$ cat src/rtl/gpt_pkg.sv
package gpt_pkg;

    typedef enum logic [1:0] {
        RUN_IDLE  = 2'd0,
        RUN_UNDEF = 2'd1,
        RUN_ADDR  = 2'd2
    } run_e;

endpackage

$ cat src/rtl/gpt_classify.sv
module gpt_classify (
    input  logic [1:0] hi_bits,
    output logic       is_pri,
    output logic       is_sec
);
    localparam logic [1:0] SEC_TAG = 2'b11;

    always_comb begin
        is_sec = (hi_bits == SEC_TAG);
        is_pri = !is_sec;
    end
endmodule

$ cat src/rtl/gpt_sequencer.sv
module gpt_sequencer #(
    parameter int MAX_SEC = 32
) (
    input  logic clk,
    input  logic rst_n,
    input  logic cmd_valid,
    input  logic atn,
    input  logic hold_q,
    input  logic is_pri,
    input  logic is_sec,
    input  logic cmd_known,
    input  logic addr_hit,
    input  logic pt_enable,
    input  logic mode3,
    output logic cap_cmd,
    output logic cap_sec
);
    import gpt_pkg::*;

    localparam int CW = $clog2(MAX_SEC + 1);
    localparam logic [CW-1:0] LAST = CW'(MAX_SEC - 1);

    typedef struct packed {
        run_e          st;
        logic [CW-1:0] cnt;
    } seq_t;

    seq_t s_d, s_q;
    logic accept;

    always_comb begin
        s_d     = s_q;
        cap_cmd = 1'b0;
        cap_sec = 1'b0;
        accept  = cmd_valid && atn && !hold_q;
        if (!atn) begin
            s_d.st  = RUN_IDLE;
            s_d.cnt = '0;
        end else if (accept) begin
            if (is_pri) begin
                s_d.cnt = '0;
                if (mode3 && addr_hit) begin
                    s_d.st = RUN_ADDR;
                end else if (pt_enable && !cmd_known) begin
                    cap_cmd = 1'b1;
                    s_d.st  = RUN_UNDEF;
                end else begin
                    s_d.st = RUN_IDLE;
                end
            end else if (is_sec) begin
                case (s_q.st)
                    RUN_UNDEF: begin
                        if (pt_enable) begin
                            cap_cmd = 1'b1;
                            s_d.cnt = s_q.cnt + 1'b1;
                            if (s_q.cnt == LAST) begin
                                s_d.st  = RUN_IDLE;
                                s_d.cnt = '0;
                            end
                        end else begin
                            s_d.st  = RUN_IDLE;
                            s_d.cnt = '0;
                        end
                    end
                    RUN_ADDR: begin
                        if (mode3) begin
                            cap_sec = 1'b1;
                        end
                        s_d.st = RUN_IDLE;
                    end
                    default: s_d.st = RUN_IDLE;
                endcase
            end
        end
    end

    always_ff @(posedge clk) begin
        if (!rst_n) begin
            s_q.st  <= RUN_IDLE;
            s_q.cnt <= '0;
        end else begin
            s_q <= s_d;
        end
    end
endmodule

$ cat src/rtl/gpt_release.sv
module gpt_release #(
    parameter int DW = 8
) (
    input  logic          clk,
    input  logic          rst_n,
    input  logic          cap_cmd,
    input  logic          cap_sec,
    input  logic [DW-1:0] cmd_byte,
    input  logic          rd_strobe,
    input  logic          vscmd_strobe,
    output logic [DW-1:0] data_q,
    output logic          cpt_q,
    output logic          apt_q,
    output logic          hold_q
);
    typedef struct packed {
        logic [DW-1:0] data;
        logic          cpt;
        logic          apt;
        logic          hold;
        logic          rd_seen;
        logic          ack_seen;
    } rel_t;

    rel_t r_d, r_q;

    always_comb begin
        r_d = r_q;
        if (cap_cmd || cap_sec) begin
            r_d.data     = cmd_byte;
            r_d.cpt      = cap_cmd;
            r_d.apt      = cap_sec;
            r_d.hold     = 1'b1;
            r_d.rd_seen  = 1'b0;
            r_d.ack_seen = 1'b0;
        end else if (r_q.hold) begin
            if (rd_strobe) begin
                r_d.rd_seen = 1'b1;
                r_d.cpt     = 1'b0;
                r_d.apt     = 1'b0;
            end
            if (vscmd_strobe) begin
                r_d.ack_seen = 1'b1;
            end
            if (r_d.rd_seen && r_d.ack_seen) begin
                r_d.hold     = 1'b0;
                r_d.rd_seen  = 1'b0;
                r_d.ack_seen = 1'b0;
            end
        end
    end

    always_ff @(posedge clk) begin
        if (!rst_n) begin
            r_q <= '0;
        end else begin
            r_q <= r_d;
        end
    end

    assign data_q = r_q.data;
    assign cpt_q  = r_q.cpt;
    assign apt_q  = r_q.apt;
    assign hold_q = r_q.hold;
endmodule

$ cat src/rtl/gpib_cmd_passthru.sv
module gpib_cmd_passthru #(
    parameter int DW      = 8,
    parameter int MAX_SEC = 32
) (
    input  logic          clk,
    input  logic          rst_n,
    input  logic          cmd_valid,
    input  logic [DW-1:0] cmd_byte,
    input  logic          atn,
    input  logic          cmd_known,
    input  logic          addr_hit,
    input  logic          pt_enable,
    input  logic          mode3,
    input  logic          rd_strobe,
    input  logic          vscmd_strobe,
    output logic [DW-1:0] cpt_reg,
    output logic          cpt_irq,
    output logic          apt_irq,
    output logic          hold
);
    logic is_pri, is_sec, cap_cmd, cap_sec;

    gpt_classify i_cls (
        .hi_bits (cmd_byte[6:5]),
        .is_pri  (is_pri),
        .is_sec  (is_sec)
    );

    gpt_sequencer #(.MAX_SEC(MAX_SEC)) i_seq (
        .clk       (clk),
        .rst_n     (rst_n),
        .cmd_valid (cmd_valid),
        .atn       (atn),
        .hold_q    (hold),
        .is_pri    (is_pri),
        .is_sec    (is_sec),
        .cmd_known (cmd_known),
        .addr_hit  (addr_hit),
        .pt_enable (pt_enable),
        .mode3     (mode3),
        .cap_cmd   (cap_cmd),
        .cap_sec   (cap_sec)
    );

    gpt_release #(.DW(DW)) i_rel (
        .clk          (clk),
        .rst_n        (rst_n),
        .cap_cmd      (cap_cmd),
        .cap_sec      (cap_sec),
        .cmd_byte     (cmd_byte),
        .rd_strobe    (rd_strobe),
        .vscmd_strobe (vscmd_strobe),
        .data_q       (cpt_reg),
        .cpt_q        (cpt_irq),
        .apt_q        (apt_irq),
        .hold_q       (hold)
    );
endmodule

$ cat config.mk
export PLATFORM = sky130hd
export DESIGN_NAME = gpib_cmd_passthru
export DESIGN_NICKNAME = d
export VERILOG_FILES = /design/src/rtl/gpt_pkg.sv /design/src/rtl/gpt_classify.sv /design/src/rtl/gpt_sequencer.sv /design/src/rtl/gpt_release.sv /design/src/rtl/gpib_cmd_passthru.sv
export SDC_FILE = /design/constraint.sdc
export NUM_CORES = 1
export LEC_CHECK = 0
export BUFFER_PORTS_ARGS = -buffer_cell sky130_fd_sc_hd__buf_2
export CAP_MARGIN = 20
export CORE_AREA = 2 2 53 55
export DETAILED_ROUTE_END_ITERATION = 16
export DIE_AREA = 0 0 55 57
export PLACE_DENSITY = 0.68
export SYNTH_ARGS = -nofsm -noshare
export SYNTH_HDL_FRONTEND = slang
export SYNTH_SLANG_ARGS = --single-unit
$ cat constraint.sdc
create_clock -name clk -period 2.5 [get_ports clk]
set_input_delay 0.25 -clock clk [delete_from_list [all_inputs] [get_ports clk]]
set_output_delay 0.25 -clock clk [all_outputs]
set_load 0.02 [all_outputs]
==> results.ini <==
[setup_path]
critical_path.slowest_cell = sky130_fd_sc_hd__o211a_1
setup.worst_path.class = flip-flop to flip-flop
worst_r2r_endpoint = i_rel.data_q[6]
crit_path_max_fanout = 11
r2r_start = i_rel.hold_q
path_cells = and3b_1 -> o211a_1 -> mux2i_1
ff2ff_setup_slack_ns = 0.84
data_arrival_at_the_endpoint_of_the_critical_path_ns = 1.88
rr_worst_depth = 3
start_kind = flip-flop
timing.critical_path.required_ns = 2.72
crit_path_end_kind = flip-flop
worst_path_largest_cell_delay_ns = 0.53

[grt]
gr-usage-all-layers_pct = 16.6
grt_max_degree = 24
global_route.overflow_total = 0
grt_pass1_vias = 895
first_pass_grt_wire_length_um = 3820
antenna_found_initial = 0

[yosys]
postSynth.asyncResetShare_pct = 0
synth_compound_area_share_pct = 16.9
muxShareOfSynthArea_pct = 8.10
ys_seq_elements = 21
netlist_instances = 124
synth-simple-area-share_pct = 25.6
synth_fa_ha_area_share_pct = 1.12
synth-xor-area-share_pct = 2.36
synthDistinctLibCells = 39
synth_largest_area_cell = sky130_fd_sc_hd__dfxtp_1
netlist_top_cells_area = sky130_fd_sc_hd__dfxtp_1 (38%), sky130_fd_sc_hd__mux2i_1 (8.1%), sky130_fd_sc_hd__nand2_1 (7.4%)
synth_area_um2 = 1110
synth_ff_type = sky130_fd_sc_hd__dfxtp_1
avgSynthCellArea_um2 = 8.97
yosys_warnings = 0
main_combinational_cell_family_by_area_after_synthesis = simple AND/OR/NAND/NOR gates
number_of_enable_flip_flop_cells_after_synthesis = 0
synthDominantCellAreaShare_pct = 37.8
synth_fp_nets = 143
yosysSeqAreaShare_pct = 37.8
synth.most_common_cell = sky130_fd_sc_hd__nand2_1
synth_common_cells = sky130_fd_sc_hd__nand2_1 (22), sky130_fd_sc_hd__dfxtp_1 (21), sky130_fd_sc_hd__buf_4 (9), sky130_fd_sc_hd__mux2i_1 (9), sky130_fd_sc_hd__a21oi_1 (7)

[power_and_ir_drop]
power_density_nw_per_um2 = 469
p_clk_share_pct = 27.5
irDropWorstVdd_v = 0.000262
comb_power_share_pct = 12.7
p_int_mw = 0.432
switching_power_mw = 0.145
sw_frac_of_total_pct = 25.2
p_leak_nw = 0.516
seq_power_share_pct = 59.8

[detailed_routing]
initialDrtViolationCount = 23
detail_route.wl_per_cell_um = 12.4
route.antenna.remaining_nets = 0
remaining_drc_errors = 0
drt_first_pass_iters = 4
num_vias = 919
drt-total-wl_um = 2170
via_per_inst = 5.25

[sta]
timing.final.setup_violations = 0
grt_setup_unrepaired = false
fmax_mhz = 603
timing.final.crit_period_ns = 1.66
setup-tns-final_ns = 0
finalClockSkew_ns = 0.00895
final_hold_viol_count = 0
worst-slew-pin-transition_ns = 0.494
timing.final.max_slew_violations = 0
post-route-period-util_pct = 66.3
hold_slack_ns = 0.181
worst_slew_margin_rel_pct = 67.1

[hold_path]
worst_min_delay_path_class = input pin to flip-flop
holdCritStartpoint = cmd_byte[0]
timing.hold.worst_endpoint = i_rel.data_q[0]
min_path_cells = 3

[floorplanning]
floorplan.core_area_um2 = 2620
top_level_ports = 29
fp-row-count = 19
die_h_um = 57
initial_core_utilization_pct = 42.5
floorplan.die.width_um = 55
dieArea_um2 = 3140

[clock_tree]
cts.path.max_buffers = 2
cts.repair_timing.setup_buffer_count = 0
htree_num_levels = 1
cts_made_buffers = 3
clk_latency_ns = 0.30
clock-sinks = 21
cts_resized = 0
cts_hold_buf = 0
clk_transition_reported_paths_ns = 0.12
cts_tree = done
clock_tree.root_cell = sky130_fd_sc_hd__clkbuf_4

[placed_design]
port_buffers = 28
finalWeightedCongestion = 0.797
dpl.hpwl_um = 1660

[finish]
antenna-diode-count = 0
area_delta_synth_final_pct = 10.7
num-nets-final = 164
final_layout_size_suffix_gt1_share_pct = 27.1

[run_status]
status = completed

[run]
max_capacitance_violation_count = 0

-- placed cells by master, fill, tap and decap left out, types with 2 or more instances in the layout --
| master | n |
|---|---|
| sky130_fd_sc_hd__a211oi_1 | 2 |
| sky130_fd_sc_hd__a21oi_1 | 7 |
| sky130_fd_sc_hd__buf_2 | 28 |
| sky130_fd_sc_hd__clkbuf_4 | 3 |
| sky130_fd_sc_hd__dfxtp_1 | 21 |
| sky130_fd_sc_hd__mux2i_1 | 9 |
| sky130_fd_sc_hd__nand2_1 | 22 |
| sky130_fd_sc_hd__nand2b_1 | 2 |
| sky130_fd_sc_hd__nand3_1 | 3 |
| sky130_fd_sc_hd__nand3b_1 | 4 |
| sky130_fd_sc_hd__nand4_1 | 3 |
| sky130_fd_sc_hd__nor2_1 | 6 |
| sky130_fd_sc_hd__o211a_1 | 2 |
| sky130_fd_sc_hd__o21a_1 | 3 |
| sky130_fd_sc_hd__o21ai_0 | 4 |
| sky130_fd_sc_hd__xor2_1 | 2 |
-- state kept, by name (all words and copies together) (netlist names) --
signal and flops:
i_rel.apt_q 1, i_rel.cpt_q 1, i_rel.data_q 8, i_rel.hold_q 1, i_rel.r_q 2, i_seq.s_q 8
-- power groups by stage --
stage	clock network, mW	registers [mW]	logic (mW)
floorplan	0	0.353	0.0503
detailed placement	0	0.353	0.0740
CTS	0.168	0.345	0.0740
global placement	0	0.353	0.0717
finish	0.159	0.345	0.0735
global route	0.182	0.347	0.0822
-- area by class of cell --
cell class              count  area [µm²]
fillers                   273        1380
multi-input cells          90         602
repair buffers             28         140
inverters                   1        3.75
clock buffers               4        26.3
well taps                  31        38.8
flip-flops and latches     21         420
-- worst max-delay path, delay by kind of cell, from the launching register on --
kind,cells,cell delay (ns)
AOI/OAI and AO/OA,1,0.53
and+or+nand+nor,1,0.42
DFF,1,0.39
muxes,1,0.24
-- cells by family (layout without fill, tap and decap cells) --
logic type | count (synthesis) | after routing
buf+inv | 13 | 33
fa+ha+maj | 1 | 1
xor+xnor | 3 | 3
simple gates | 51 | 51
compound gates | 26 | 26
flops | 21 | 21
mux | 9 | 9
-- metal layers --
metal / routed length, µm / global-route usage, %
met5: 0 / 0
met2: 1060 / 27.6
met3: 103 / 3.93
met1: 985 / 19.8
met4: 22 / 7.32
-- worst max-delay path by stage --
stage	from	to	slack [ns]	cells past startpoint
2_1_floorplan	i_rel.hold_q	i_seq.s_q[5]	0.99	5
3_3_place_gp	i_rel.hold_q	i_rel.data_q[3]	0.92	3
3_5_place_dp	i_rel.hold_q	i_rel.data_q[4]	0.84	3
4_1_cts	i_rel.hold_q	i_rel.data_q[6]	0.83	3
5_1_grt	i_rel.hold_q	i_rel.data_q[6]	0.68	3
6_report	i_rel.hold_q	i_rel.data_q[6]	0.84	3
-- through the flow --
stage	worst slack [ns]	util (%)	area [µm²]	total power, mW	instances
finish	0.842	47.1	1230	0.578	175
global route	0.684	47.1	1230	0.611	175
CTS	0.826	47.1	1230	0.588	175
detailed placement	0.844	46.1	1200	0.427	171
global placement	0.924	46.1	1200	0.424	171
floorplan	0.992	-	1110	0.403	124
Note: power is estimated with default switching activity, not from simulation.
